$ cat config.mk
export PLATFORM = sky130hd
export DESIGN_NAME = pic_ctrl
export DESIGN_NICKNAME = d
export VERILOG_FILES = /design/src/rtl/pic_pkg.sv /design/src/rtl/pic_pend.sv /design/src/rtl/pic_arb.sv /design/src/rtl/pic_stack.sv /design/src/rtl/pic_ctrl.sv
export SDC_FILE = /design/constraint.sdc
export NUM_CORES = 1
export LEC_CHECK = 0
export ABC_AREA = 1
export BUFFER_PORTS_ARGS = -buffer_cell sky130_fd_sc_hd__clkbuf_2
export CAP_MARGIN = 20
export CORE_MARGIN = 2
export CORE_UTILIZATION = 46
export CTS_CLUSTER_SIZE = 10
export DETAILED_ROUTE_END_ITERATION = 10
export PLACE_DENSITY = 0.78
export SYNTH_ARGS = -nofsm -noshare
export SYNTH_HDL_FRONTEND = slang
export SYNTH_SLANG_ARGS = --single-unit
export TNS_END_PERCENT = 1
$ cat constraint.sdc
create_clock -name clk -period 3.3 [get_ports clk]
set_clock_uncertainty 0.2 [all_clocks]
set_input_delay 0.495 -clock clk [delete_from_list [all_inputs] [get_ports clk]]
set_output_delay 0.495 -clock clk [all_outputs]
set_load 0.03 [all_outputs]
$ cat src/rtl/pic_pkg.sv
package pic_pkg;
  typedef enum logic [1:0] {
    WR_CLR  = 2'd0,
    WR_MASK = 2'd1,
    WR_EN   = 2'd2,
    WR_PRIO = 2'd3
  } wr_sel_e;
endpackage

$ cat src/rtl/pic_pend.sv
module pic_pend #(
  parameter int NUM_SRC = 5
) (
  input  logic               clk,
  input  logic               rst,
  input  logic [NUM_SRC-1:0] src_req,
  input  logic [NUM_SRC-1:0] clr_bits,
  input  logic               nmi_req,
  input  logic               nmi_take,
  output logic [NUM_SRC-1:0] pend_q,
  output logic [NUM_SRC-1:0] pend_n,
  output logic               nmi_n
);
  logic nmi_prev_q;
  logic nmi_q;

  // a held request re-sets its bit in the same cycle it is cleared
  assign pend_n = (pend_q & ~clr_bits) | src_req;
  assign nmi_n  = (nmi_q & ~nmi_take) | (nmi_req & ~nmi_prev_q);

  always_ff @(posedge clk) begin
    if (rst) begin
      pend_q     <= '0;
      nmi_q      <= 1'b0;
      nmi_prev_q <= 1'b0;
    end else begin
      pend_q     <= pend_n;
      nmi_q      <= nmi_n;
      nmi_prev_q <= nmi_req;
    end
  end
endmodule

$ cat src/rtl/pic_arb.sv
module pic_arb #(
  parameter int                     NUM_SRC = 5,
  parameter int                     LVL_W   = 3,
  parameter int                     VEC_W   = 3,
  parameter logic [NUM_SRC*LVL_W-1:0] LEVELS = '0
) (
  input  logic [NUM_SRC-1:0] pend,
  input  logic [NUM_SRC-1:0] mask,
  input  logic [LVL_W-1:0]   prio,
  output logic               hit,
  output logic [VEC_W-1:0]   idx
);
  logic [LVL_W-1:0] best;

  always_comb begin
    hit  = 1'b0;
    idx  = '0;
    best = '0;
    for (int i = 0; i < NUM_SRC; i++) begin
      if (pend[i] && mask[i] && (LEVELS[i*LVL_W +: LVL_W] > prio)) begin
        if (!hit || (LEVELS[i*LVL_W +: LVL_W] >= best)) begin
          hit  = 1'b1;
          idx  = VEC_W'(i);
          best = LEVELS[i*LVL_W +: LVL_W];
        end
      end
    end
  end
endmodule

$ cat src/rtl/pic_stack.sv
module pic_stack #(
  parameter int DEPTH = 4,
  parameter int W     = 4
) (
  input  logic         clk,
  input  logic         rst,
  input  logic         push,
  input  logic         pop,
  input  logic [W-1:0] din,
  output logic [W-1:0] dout,
  output logic         empty,
  output logic         full
);
  localparam int SP_W  = $clog2(DEPTH + 1);
  localparam int IDX_W = (DEPTH > 1) ? $clog2(DEPTH) : 1;

  logic [W-1:0]    mem [DEPTH];
  logic [SP_W-1:0] sp_q;
  logic [IDX_W-1:0] rd_idx;

  assign empty  = (sp_q == '0);
  assign full   = (sp_q == SP_W'(DEPTH));
  assign rd_idx = IDX_W'(sp_q - 1'b1);
  assign dout   = mem[rd_idx];

  always_ff @(posedge clk) begin
    if (push && !full) mem[IDX_W'(sp_q)] <= din;
  end

  always_ff @(posedge clk) begin
    if (rst)                   sp_q <= '0;
    else if (push && !full)    sp_q <= sp_q + 1'b1;
    else if (pop && !push && !empty) sp_q <= sp_q - 1'b1;
  end
endmodule

$ cat src/rtl/pic_ctrl.sv
module pic_ctrl #(
  parameter int                       NUM_SRC     = 5,
  parameter int                       LVL_W       = 3,
  parameter int                       STACK_DEPTH = 4,
  parameter logic [NUM_SRC*LVL_W-1:0] LEVELS      = {3'd6, 3'd5, 3'd4, 3'd2, 3'd0},
  parameter int                       VEC_W       = $clog2(NUM_SRC + 1),
  parameter int                       DATA_W      = (NUM_SRC > LVL_W) ? NUM_SRC : LVL_W
) (
  input  logic               clk,
  input  logic               rst,
  input  logic [NUM_SRC-1:0] src_req,
  input  logic               nmi_req,
  input  logic               wr_en,
  input  logic [1:0]         wr_sel,
  input  logic [DATA_W-1:0]  wr_data,
  input  logic               int_ack,
  input  logic               int_rte,
  output logic               irq_req,
  output logic [VEC_W-1:0]   irq_vec,
  output logic [LVL_W-1:0]   cur_prio,
  output logic               glob_en,
  output logic               super_mode,
  output logic               stack_err,
  output logic [NUM_SRC-1:0] pending
);
  import pic_pkg::*;

  localparam logic [VEC_W-1:0] NMI_VEC = VEC_W'(NUM_SRC);
  localparam logic [LVL_W-1:0] NMI_LVL = '1;
  localparam int               FRM_W   = LVL_W + 1;

  logic [NUM_SRC-1:0] mask_q, mask_n, clr_bits, pend_n;
  logic               nmi_n, take, take_nmi, wr_ok, do_pop;
  logic [LVL_W-1:0]   prio_n, take_lvl;
  logic               en_n, sup_n, err_n, irq_n, hit;
  logic [VEC_W-1:0]   vec_n, arb_idx;
  logic [FRM_W-1:0]   frm_out;
  logic               stk_empty, stk_full;
  wr_sel_e            sel;

  function automatic logic [LVL_W-1:0] level_of(input logic [VEC_W-1:0] v);
    logic [LVL_W-1:0] r;
    r = NMI_LVL;
    for (int i = 0; i < NUM_SRC; i++)
      if (v == VEC_W'(i)) r = LEVELS[i*LVL_W +: LVL_W];
    return r;
  endfunction

  assign sel      = wr_sel_e'(wr_sel);
  assign take     = int_ack & irq_req;
  assign take_nmi = take & (irq_vec == NMI_VEC);
  assign take_lvl = level_of(irq_vec);
  assign wr_ok    = wr_en & super_mode;
  assign do_pop   = int_rte & ~take & ~stk_empty;
  assign clr_bits = (wr_ok && sel == WR_CLR) ? wr_data[NUM_SRC-1:0] : '0;
  assign mask_n   = (wr_ok && sel == WR_MASK) ? wr_data[NUM_SRC-1:0] : mask_q;
  assign err_n    = stack_err | (take & stk_full);

  always_comb begin
    prio_n = cur_prio;
    en_n   = glob_en;
    sup_n  = super_mode;
    if (take) begin
      prio_n = take_lvl;
      en_n   = 1'b0;
      sup_n  = 1'b1;
    end else if (do_pop) begin
      {prio_n, sup_n} = frm_out;
    end else if (wr_ok && sel == WR_EN) begin
      en_n  = wr_data[0];
      sup_n = wr_data[1];
    end else if (wr_ok && sel == WR_PRIO) begin
      prio_n = wr_data[LVL_W-1:0];
    end
  end

  pic_pend #(.NUM_SRC(NUM_SRC)) pend_i (
    .clk(clk), .rst(rst), .src_req(src_req), .clr_bits(clr_bits),
    .nmi_req(nmi_req), .nmi_take(take_nmi),
    .pend_q(pending), .pend_n(pend_n), .nmi_n(nmi_n)
  );

  pic_arb #(.NUM_SRC(NUM_SRC), .LVL_W(LVL_W), .VEC_W(VEC_W), .LEVELS(LEVELS)) arb_i (
    .pend(pend_n), .mask(mask_n), .prio(prio_n), .hit(hit), .idx(arb_idx)
  );

  pic_stack #(.DEPTH(STACK_DEPTH), .W(FRM_W)) stk_i (
    .clk(clk), .rst(rst), .push(take), .pop(do_pop),
    .din({cur_prio, super_mode}), .dout(frm_out),
    .empty(stk_empty), .full(stk_full)
  );

  assign irq_n = nmi_n | (en_n & hit);
  assign vec_n = nmi_n ? NMI_VEC : arb_idx;

  always_ff @(posedge clk) begin
    if (rst) begin
      mask_q     <= '1;
      cur_prio   <= '0;
      glob_en    <= 1'b0;
      super_mode <= 1'b1;
      stack_err  <= 1'b0;
      irq_req    <= 1'b0;
      irq_vec    <= '0;
    end else begin
      mask_q     <= mask_n;
      cur_prio   <= prio_n;
      glob_en    <= en_n;
      super_mode <= sup_n;
      stack_err  <= err_n;
      irq_req    <= irq_n;
      irq_vec    <= vec_n;
    end
  end
endmodule

==> results.md <==
* Seq/Total Area, Yosys at 51.1%
* RSZ-0062 raised after global routing: false
* Max cap viols at 0
* Vias per cell at approximately 5.0
* Maximum clock frequency at 419 MHz
* Synth Instances at between 200 and 250
* Worst IR drop on VDD at 0.294 mV
* CP max FO at 13
* Clk pin slew, worst setup/hold paths at 0.08 ns
* Detailed-route DRC error count at 0
* Starting Density at 47.3%
* Yosys reg bits at 40
* Skew-Pair Late Insertion Delay at 0.30 ns
* Initial antenna violation count at 0
* Crit path capture type: register
* CTS Buffer Depth at 2
* Share of post-route cells with drive strength above 1 at 23.9%
* Main synth FF type: dfxtp_1
* Power density over the cells at 693 nW/µm²
* I/O pin cnt at 33
* Rows at 23
* Initial DRC count at 95
* # H-tree levels at 2
* Number of flops mapped to enable cells by yosys at 16
* Worst slew margin at between 70 and 80%
* YS warnings at 0
* Post-CTS Hold Fix Bufs at 0
* Die Wd at 67.9 µm
* First-pass GRT wire length at around 6300 µm
* Port bufs at 32
* Setup TNS after final layout at 0 ns
* Global placement routability congestion at 0.930
* Async set or reset register ratio after synthesis at 0%
* Leakage power at between 1 and 1.5 nW
* Yosys cell types at 25
* P&R area growth vs syn at 16.0%
* Root buf cell: clkbuf_8
* Clock sinks at 40
* Core Region at between 3000 and 4000 µm²
* WP data required at 3.29 ns
* Pin count of the biggest net entering global routing at 18
* Final setup fails at 0
* CP Launch Type: register
* Vias at ~1500
* Worst setup path class: reg -> reg
* Syn_area_per_cell at 8.43 µm²
* Remaining Overflow, GRT at 0
* Status: complete, no violations
* Finished Core Util at 54.9%
* Drt pass-1 iters at 4
* Worst EP arrival at roughly 2.4 ns
* Post-Syn Area at 1880 µm²
* Worst Tran Pin Value at 0.433 ns
* Post-CTS setup buffers at 0
* Ant. Diodes at 0
* R2r setup slk at a little over 0.9 ns
* Worst min path class: in -> reg
* Total GRT Usage at 19.1%
* Period utilization at 72.3%
* # resized after CTS at 0
* Final wirelength at 3890 µm
* Post-detail-place hpwl at 2890 µm
* Vias in the first global route at 1442
* Final max-slew violation count at 0
* CTS buffer count at 5
* Die Height at about 68 µm
* Die ar. at 4610 µm²
* Final Hold Vio Count at 0
* Min cycle time layout at 2.39 ns
* Syn_nets at 246
* CTS tree: built
* Post-route ant nets at 0
* # nets final at roughly 280
* DR WL/cell at 12.6 µm
metal layers:
layer	global-route usage [%]	share of wire, %	wire (µm)
met1	22.3	44	1710
met2	31.4	49	1910
met3	5.76	4.4	172
met4	10.3	2.4	95
met5	0	0	0
worst max-delay path, cell delays in order (launching register included):
cell and delay (ns):
dfxtp_1 0.59, inv_4 0.14, ha_1 0.41, inv_1 0.13, nand3_1 0.10, nand2_1 0.06, nand2_1 0.08, nand3_2 0.11
nand2_4 0.11, nand2_1 0.07, nand3_2 0.08, nand3_1 0.08, nand2_1 0.06, nand2_1 0.05
stage by stage:
stage / total power, mW / area (µm²) / instances / setup slack, ns / hold WS, ns
after floorplan: 1.01 / 1880 / 223 / 1.24 / 0.234
after global placement: 1.11 / 2070 / 301 / 1.08 / 0.252
after detailed placement: 1.12 / 2070 / 301 / 0.985 / 0.261
after CTS: 1.51 / 2180 / 309 / 0.935 / 0.198
after global routing: 1.60 / 2180 / 309 / 0.749 / 0.218
final: 1.51 / 2180 / 309 / 0.914 / 0.207
placed cells by master (no fill, tap or decap):
| cell | n |
|---|---|
| inv_1 | 29 |
| nor2_2 | 3 |
| o21ai_0 | 16 |
| or2_2 | 2 |
| inv_4 | 1 |
| a31oi_1 | 1 |
| o31ai_1 | 1 |
| o22ai_1 | 1 |
| clkinv_2 | 2 |
| nand2_2 | 5 |
| nand2_1 | 46 |
| inv_2 | 2 |
| edfxtp_1 | 16 |
| clkbuf_8 | 5 |
| or2_1 | 1 |
| clkbuf_1 | 1 |
| bufinv_16 | 1 |
| clkbuf_2 | 32 |
| a21oi_1 | 16 |
| o21ai_1 | 1 |
| nand2_4 | 3 |
| dfxtp_1 | 24 |
| mux2i_1 | 1 |
| nor2_1 | 18 |
| ha_1 | 5 |
| nand3_2 | 6 |
| nand3_1 | 20 |
cell usage after synthesis, drive strengths merged, types with 2 or more instances:
cell | count | area (µm²)
nand3 | 26 | 160
ha | 5 | 62.6
clkbuf | 2 | 7.51
or2 | 3 | 18.8
o21ai | 17 | 85.1
dfxtp | 24 | 480
edfxtp | 16 | 480
inv | 32 | 123
a21oi | 16 | 80.1
nand2 | 54 | 238
buf | 2 | 22.5
nor2 | 21 | 86.3
logic make-up after synthesis:
family	Yosys count	synth area share, %
mux	1	0.533
compound gates	36	9.85
flops	40	51.1
simple gates	104	26.8
fa+ha+maj	5	3.33
buf+inv	37	8.39
final timing paths:
check,cells after the start,end,startpoint
setup reg to reg,13,irq_req$_SDFF_PP0_,stk_i.sp_q[0]$_SDFFE_PP0P_
hold / removal,3,pend_i.nmi_prev_q$_SDFF_PP0_,nmi_req
setup / recovery,13,irq_req$_SDFF_PP0_,stk_i.sp_q[0]$_SDFFE_PP0P_
hold reg to reg,2,stack_err$_SDFF_PP0_,stack_err$_SDFF_PP0_
where the power goes:
group | leakage [nW] | switching, mW | internal (mW) | total [mW]
combinational | 0.641 | 0.319 | 0.154 | 0.473
sequential | 0.344 | 0.0581 | 0.583 | 0.641
clock | 0.0552 | 0.172 | 0.224 | 0.396
sequential cells by signal, indices dropped and copies added (netlist names):
register,flops
pend_i.nmi_q,1
irq_vec,3
cur_prio,3
super_mode,1
pend_i.nmi_prev_q,1
stk_i.mem,16
pend_i.pend_q,5
irq_req,1
glob_en,1
stk_i.sp_q,3
mask_q,4
stack_err,1
cell type report:
class / count / area, µm²
tap: 50 / 62.6
multi-input combinational: 146 / 761
inverter: 33 / 128
clock buffer: 6 / 72.6
fill: 361 / 1790
timing repair buffer: 32 / 160
clock inverter: 2 / 35.0
sequential: 40 / 961
Power figures use the tool's default switching activity.
